<file path="src/rtl/cfgIoPortPkg.sv">
package cfgIoPortPkg;
  localparam int ADDR_W = 2;
  localparam logic [ADDR_W-1:0] ADDR_MODE = 2'd0;
  localparam logic [ADDR_W-1:0] ADDR_VAL  = 2'd1;
  localparam logic [ADDR_W-1:0] ADDR_PIN  = 2'd2;

  typedef enum logic [1:0] {
    RD_MODE = 2'd0,
    RD_VAL  = 2'd1,
    RD_PIN  = 2'd2,
    RD_NONE = 2'd3
  } rdSel_e;

  typedef struct packed {
    logic   wrMode;
    logic   wrVal;
    logic   haltHit;
    logic   idleHit;
    rdSel_e rdSel;
  } ctrlStrobes_t;
endpackage

</file>
<file path="src/rtl/cfgIoPortCtrl.sv">
module cfgIoPortCtrl
  import cfgIoPortPkg::*;
#(
  parameter int SPECIAL = 1
) (
  input  logic [ADDR_W-1:0] busAddr,
  input  logic              busWr,
  input  logic [1:0]        wTop,
  output ctrlStrobes_t      strb
);
  localparam bit HAS_SPEC = (SPECIAL != 0);

  always_comb begin
    strb.wrMode  = busWr && (busAddr == ADDR_MODE);
    strb.wrVal   = busWr && (busAddr == ADDR_VAL);
    strb.haltHit = HAS_SPEC && strb.wrVal && wTop[1];
    strb.idleHit = HAS_SPEC && strb.wrVal && wTop[0];
    unique case (busAddr)
      ADDR_MODE: strb.rdSel = RD_MODE;
      ADDR_VAL:  strb.rdSel = RD_VAL;
      ADDR_PIN:  strb.rdSel = RD_PIN;
      default:   strb.rdSel = RD_NONE;
    endcase
  end
endmodule

</file>
<file path="src/rtl/cfgIoPortDp.sv">
module cfgIoPortDp
  import cfgIoPortPkg::*;
#(
  parameter int WIDTH   = 8,
  parameter int SPECIAL = 1
) (
  input  logic             clk,
  input  logic             rstN,
  input  ctrlStrobes_t     strb,
  input  logic [WIDTH-1:0] busWdata,
  output logic [WIDTH-1:0] busRdata,
  input  logic [WIDTH-1:0] padIn,
  output logic [WIDTH-1:0] padOe,
  output logic [WIDTH-1:0] padOut,
  output logic [WIDTH-1:0] padPullUp,
  input  logic [WIDTH-1:0] altSel,
  input  logic [WIDTH-1:0] altOe,
  input  logic [WIDTH-1:0] altOut,
  output logic             haltReq,
  output logic             idleReq,
  output logic             altSkPhase,
  output logic             clkDelay
);
  localparam logic [WIDTH-1:0] SPEC_MASK =
    (SPECIAL != 0) ? {2'b11, {(WIDTH-2){1'b0}}} : '0;
  localparam logic [WIDTH-1:0] KEEP_MASK = ~SPEC_MASK;

  logic [WIDTH-1:0] modeReg, valReg, syncA, syncB;
  logic [WIDTH-1:0] regOe, regPull;

  always_ff @(posedge clk) begin
    if (!rstN) begin
      modeReg <= '0;
      valReg  <= '0;
      syncA   <= '0;
      syncB   <= '0;
      haltReq <= 1'b0;
      idleReq <= 1'b0;
    end else begin
      if (strb.wrMode) modeReg <= busWdata;
      if (strb.wrVal)  valReg  <= busWdata & KEEP_MASK;
      syncA   <= padIn;
      syncB   <= syncA;
      haltReq <= strb.haltHit;
      idleReq <= strb.idleHit;
    end
  end

  assign regOe   = modeReg & KEEP_MASK;
  assign regPull = ~modeReg & valReg & KEEP_MASK;

  for (genvar i = 0; i < WIDTH; i++) begin : g_pin
    always_comb begin
      if (altSel[i]) begin
        padOe[i]     = altOe[i];
        padOut[i]    = altOut[i];
        padPullUp[i] = 1'b0;
      end else begin
        padOe[i]     = regOe[i];
        padOut[i]    = valReg[i];
        padPullUp[i] = regPull[i];
      end
    end
  end

  if (SPECIAL != 0) begin : g_spec
    assign altSkPhase = modeReg[WIDTH-2];
    assign clkDelay   = modeReg[WIDTH-1];
  end else begin : g_plain
    assign altSkPhase = 1'b0;
    assign clkDelay   = 1'b0;
  end

  always_comb begin
    unique case (strb.rdSel)
      RD_MODE: busRdata = modeReg;
      RD_VAL:  busRdata = valReg;
      RD_PIN:  busRdata = syncB;
      default: busRdata = '0;
    endcase
  end
endmodule

</file>
<file path="src/rtl/cfgIoPort.sv">
module cfgIoPort
  import cfgIoPortPkg::*;
#(
  parameter int WIDTH   = 8,
  parameter int SPECIAL = 1
) (
  input  logic              clk,
  input  logic              rstN,
  input  logic [ADDR_W-1:0] busAddr,
  input  logic              busWr,
  input  logic [WIDTH-1:0]  busWdata,
  output logic [WIDTH-1:0]  busRdata,
  input  logic [WIDTH-1:0]  padIn,
  output logic [WIDTH-1:0]  padOe,
  output logic [WIDTH-1:0]  padOut,
  output logic [WIDTH-1:0]  padPullUp,
  input  logic [WIDTH-1:0]  altSel,
  input  logic [WIDTH-1:0]  altOe,
  input  logic [WIDTH-1:0]  altOut,
  output logic              haltReq,
  output logic              idleReq,
  output logic              altSkPhase,
  output logic              clkDelay
);
  ctrlStrobes_t strb;

  cfgIoPortCtrl #(.SPECIAL(SPECIAL)) u_ctrl (
    .busAddr(busAddr),
    .busWr  (busWr),
    .wTop   (busWdata[WIDTH-1:WIDTH-2]),
    .strb   (strb)
  );

  cfgIoPortDp #(.WIDTH(WIDTH), .SPECIAL(SPECIAL)) u_dp (
    .clk       (clk),
    .rstN      (rstN),
    .strb      (strb),
    .busWdata  (busWdata),
    .busRdata  (busRdata),
    .padIn     (padIn),
    .padOe     (padOe),
    .padOut    (padOut),
    .padPullUp (padPullUp),
    .altSel    (altSel),
    .altOe     (altOe),
    .altOut    (altOut),
    .haltReq   (haltReq),
    .idleReq   (idleReq),
    .altSkPhase(altSkPhase),
    .clkDelay  (clkDelay)
  );
endmodule

</file>
<file path="config.mk">
export PLATFORM = sky130hd
export DESIGN_NAME = cfgIoPort
export DESIGN_NICKNAME = d
export VERILOG_FILES = /design/src/rtl/cfgIoPortPkg.sv /design/src/rtl/cfgIoPortCtrl.sv /design/src/rtl/cfgIoPortDp.sv /design/src/rtl/cfgIoPort.sv
export SDC_FILE = /design/constraint.sdc
export NUM_CORES = 1
export LEC_CHECK = 0
export ABC_AREA = 0
export BUFFER_PORTS_ARGS = -buffer_cell sky130_fd_sc_hd__clkbuf_2
export CORE_MARGIN = 2
export CORE_UTILIZATION = 43
export CTS_BUF_LIST = sky130_fd_sc_hd__clkbuf_16
export DETAILED_ROUTE_END_ITERATION = 6
export PLACE_DENSITY_LB_ADDON = 0.3
export RECOVER_POWER = 100
export SYNTH_ARGS = -nofsm -noshare
export SYNTH_HDL_FRONTEND = slang
export SYNTH_SLANG_ARGS = --single-unit
</file>
<file path="constraint.sdc">
create_clock -name clk -period 0.85 [get_ports clk]
set_input_delay 0.1275 -clock clk [delete_from_list [all_inputs] [get_ports clk]]
set_output_delay 0.1275 -clock clk [all_outputs]
set_load 0.005 [all_outputs]
</file>
; ---- Word level (Yosys, flattened, before mapping)
; Cells that the tools add are included.
[classes]
n_eq_ne = 4
n_mux = 24
n_bitwise = 2
reduce_logical = 6
[ops]
columns = op, n
row1 = $pmux 8 s3, 1
row2 = $mux 1, 22
row3 = $and 6x6->6, 1
row4 = $not 6->6, 1
row5 = $pmux 2 s3, 1
row6 = $eq 2x1->1 const B, 2
row7 = $eq 2x2->1 const B, 2
row8 = $logic_and 1x1->1, 4
row9 = $logic_not 2->1, 2
[totals]
reg_bits = 32
input_bits = 45

; ---- Logic depth before layout (Yosys ltp)
[logic_depth]
word_depth = 4
depth_mapped = 3
ltp_nobuf = 2

; ---- By module
; Synthesis repeated with hierarchy kept, for this count alone.
[hier_totals]
cells_unflattened = 135
hier_area_um2 = 1450.1
[by_module_without_submodules]
columns = module, n_inst, cells_per_inst, area_each_um2
row1 = cfgIoPortDp, 1, 129, 1406.3
row2 = cfgIoPortCtrl, 1, 6, 43.8

; ---- Worst setup path before layout
; Ideal clock, no wire load.
[synth_path]
path_kind = input -> output
startpoint = input port busAddr[1]
endpoint = output port busRdata[0]
arrival_time_ps = 595
slack_ps = 128
stages = 3
n_path_buf = 1
cell_sequence = buf_6 > nor2b_2 > o2bb2ai_1
[synth_via]
elab_chain_len = 4
word_cells_on_any_way = 8
[synth_lines]
columns = element, line
row1 = from (decl), cfgIoPort.sv:9  ; input logic [ADDR_W-1:0] busAddr,
row2 = $eq 2x2->1 (tied with other cells), cfgIoPortCtrl.sv:18  ; unique case (busAddr)
row3 = $pmux 2 s3 (*), cfgIoPortCtrl.sv:18
row4 = $eq 2x2->1 (tied with other cells), cfgIoPortDp.sv:75  ; unique case (strb.rdSel)
row5 = $pmux 8 s3 (*), cfgIoPortDp.sv:75
row6 = to (decl), cfgIoPort.sv:12  ; output logic [WIDTH-1:0] busRdata,
; Every way passes the cells marked *; elsewhere a longest branch is shown, timed or not.

; ---- Worst setup path in the final report
[layout_path]
startpoint = register u_dp.modeReg[4]
endpoint = output port padOe[4]
[layout_via]
elab_chain_len = 1
[layout_lines]
columns = element, line
row1 = from (decl), cfgIoPortDp.sv:28  ; logic [WIDTH-1:0] modeReg, valReg, syncA, syncB;
row2 = from (signal assigned), cfgIoPortDp.sv:40  ; if (strb.wrMode) modeReg <= busWdata;
row3 = $mux 1, cfgIoPortDp.sv:54  ; if (altSel[i]) begin
row4 = to (decl), cfgIoPort.sv:14  ; output logic [WIDTH-1:0] padOe,
; No other way between the ends.

==> metrics.cfg <==
[global_routing]
grt_pass1_vias=1106
grt_max_degree=41
grt.total_usage=0.183
overflow=0
antenna_found_initial=0
grt_pass1_wl_um=4940

[setup_path]
crit_type=flop to output port
slowest_stage=dfxtp_4
cp_cell_sequence=mux2_2 > clkbuf_2
crit_path_end_kind=output port
required_ns=0.72
crit_arrival_ns=0.99
critPathTopFamily=flip-flops
crit_path_max_incr_delay_ns=0.35
cp_max_fo=4
cp_num_buf_inv=1
critPathLaunchType=flop

[power_and_ir_drop]
power.switching_uw=817
clkPwrFrac=0.442
p_int_uw=2900
p_leak_uw=0.00109
power_per_cell_area_nw_per_um2=1730
seqPwrFrac=0.430
combPwrFrac=0.127
peakVddDrop_mv=1.22
p_sw_frac=0.220
p_total_uw=3710

[clocking]
clock_path_buffers=2
clock_latency_ns=0.27
tritoncts=built
cts_sinks=32
htreeDepth=2
cts_hold_buffers=0
clk_pin_slew_ns=0.05
cts_root_buffer=clkbuf_16
numCtsBuffers=5

[synth]
synth_most_common_cell=dfxtp_1
synth-async-reset-ratio=0
synthTopCellsByArea=dfxtp_1 45%, mux2i_1 15%, mux2_2 9.4%
ys_ff_latch=32
synth_edf_count=0
synthFlopType=dfxtp_1
synth_top_area_cell=dfxtp_1
yosysWarnings=0
synthTopCellsByCount=32 x dfxtp_1, 22 x mux2i_1, 22 x nand2_1
syn_area_um2=1430
synth_top_area_share=0.447
syn_area_per_cell_um2=10.4
ys_types=18
syn_inst=138
ys_seq_area_frac=0.447

[drt]
via_per_inst=4.71
vias=1305
drc=0
postRouteAntennaNets=0
drt_iter0_markers=22
finalWirelength_um=3420
drtPass1Iterations=4
routedWlPerCell_um=12.3

[sta]
final.setup_skew_ns=0.00126
setup_viol=30
finalHoldViolCount=0
fin_tns_setup_ns=-5.82
rsz0062_at_grt=true
period_share=1.31
clock.fmax_mhz=897
relSlewSlack=0.579
setup_ws_ns=-0.265
period_needed_ns=1.12
slew_viol_final=0
tightest_slew_ns=0.631

[die]
dieArea_um2=3810
initial_core_util=0.462
die_w_um=61.7
pin_count=81
die_h_um=61.7
coreArea_um2=3100
rows=20

[finish]
antennaDiodeCount=0
fin_nets=277
stdcell_count=277
synthToLayoutAreaGrowth_pct=50.0
drive_gt1_frac=0.562

[worst_hold_path]
worstHoldPathType=primary input to flop

[placement]
dp.cells=263
gp_congestion=0.778
portBuffers=78
hpwlAfterDp_um=2500

[run_status]
status=finished, violations left
violations=negative setup slack

[run]
maxCapViolCount=0

==> final timing paths <==
check                                     start        endpoint  slack (ns)  cells after the start
worst max-delay path            u_dp.modeReg[4]        padOe[4]       -0.27                      2
worst min register to register    u_dp.syncA[1]   u_dp.syncB[1]        0.43                      1
worst min-delay path                   padIn[7]   u_dp.syncA[7]        0.06                      2
worst max register to register   u_dp.valReg[3]  u_dp.valReg[3]        0.02                      4
==> power groups by stage <==
stage	clock network [uW]	registers [uW]	logic, uW
after floorplan	0	1610	226
after global placement	0	1620	447
after detailed placement	0	1620	460
after CTS	1680	1600	484
after global routing	1750	1600	520
final	1640	1600	473
==> metal layers <==
layer  vias to the layer above  track usage  wire [um]
li1                        653            -          -
met1                       589        0.219       1340
met2                        58        0.296       1780
met3                         5       0.0704        249
met4                         0       0.0729         46
met5                         -            0          0
==> what timing repair did <==
item,CTS,global route
setup endpoints to repair,28,28
buffers inserted,5,1
pin swaps,11,2
gates resized for setup,22,13
==> registers in the layout, summed over array words and instances (netlist names) <==
signal,cells
u_dp.modeReg,8
u_dp.syncA,8
u_dp.syncB,8
u_dp.valReg,6
u_dp.haltReq,1
u_dp.idleReq,1
==> cell families (layout without fill, tap and decap cells) <==
kind of cell,count (synthesis),count (layout),synth area share
AND/OR/NAND/NOR,56,56,0.228
other,1,2,0.00262
flip-flops,32,32,0.447
multiplexers,34,34,0.248
AO/OA/AOI/OAI,6,6,0.0366
buffers and inverters,9,103,0.0384
==> area by class of cell <==
type                            instances  area (um^2)
Clock buffer                            5          125
Clock inverter                          3         15.0
Fill cell                             241          952
Multi-Input combinational cell         98          776
Sequential cell                        32          663
Tap cell                               44         55.1
Timing Repair Buffer                   95          517
==> worst register-to-register path, stage by stage, from the launching register on <==
cell,delay [ns]
dfxtp_2,0.33
buf_4,0.13
buf_4,0.12
nand2_1,0.06
mux2i_1,0.09
==> through the flow <==
step	util	hold slack (ns)	worst slack, ns	instance area, um^2
4_1_cts	0.694	0.0521	-0.258	2150
5_1_grt	0.693	0.0540	-0.327	2150
3_3_place_gp	0.620	0.333	-0.0907	1920
2_1_floorplan	-	0.255	0.128	1440
3_5_place_dp	0.620	0.336	-0.111	1920
6_report	0.693	0.0556	-0.265	2150
==> placed cells by master (no fill, tap or decap), types with 4 or more instances in the layout <==
cell type	netlist	final
nor3b_2	1	7
buf_4	3	14
mux2i_1	22	22
mux2_2	12	11
dfxtp_1	32	18
clkbuf_1	3	5
and2_0	0	4
clkbuf_16	0	5
buf_2	2	10
and2_1	20	16
nand2_1	22	22
clkbuf_2	0	64
o2bb2ai_1	6	6
dfxtp_2	0	12
Note: power is estimated with default switching activity, not from simulation.
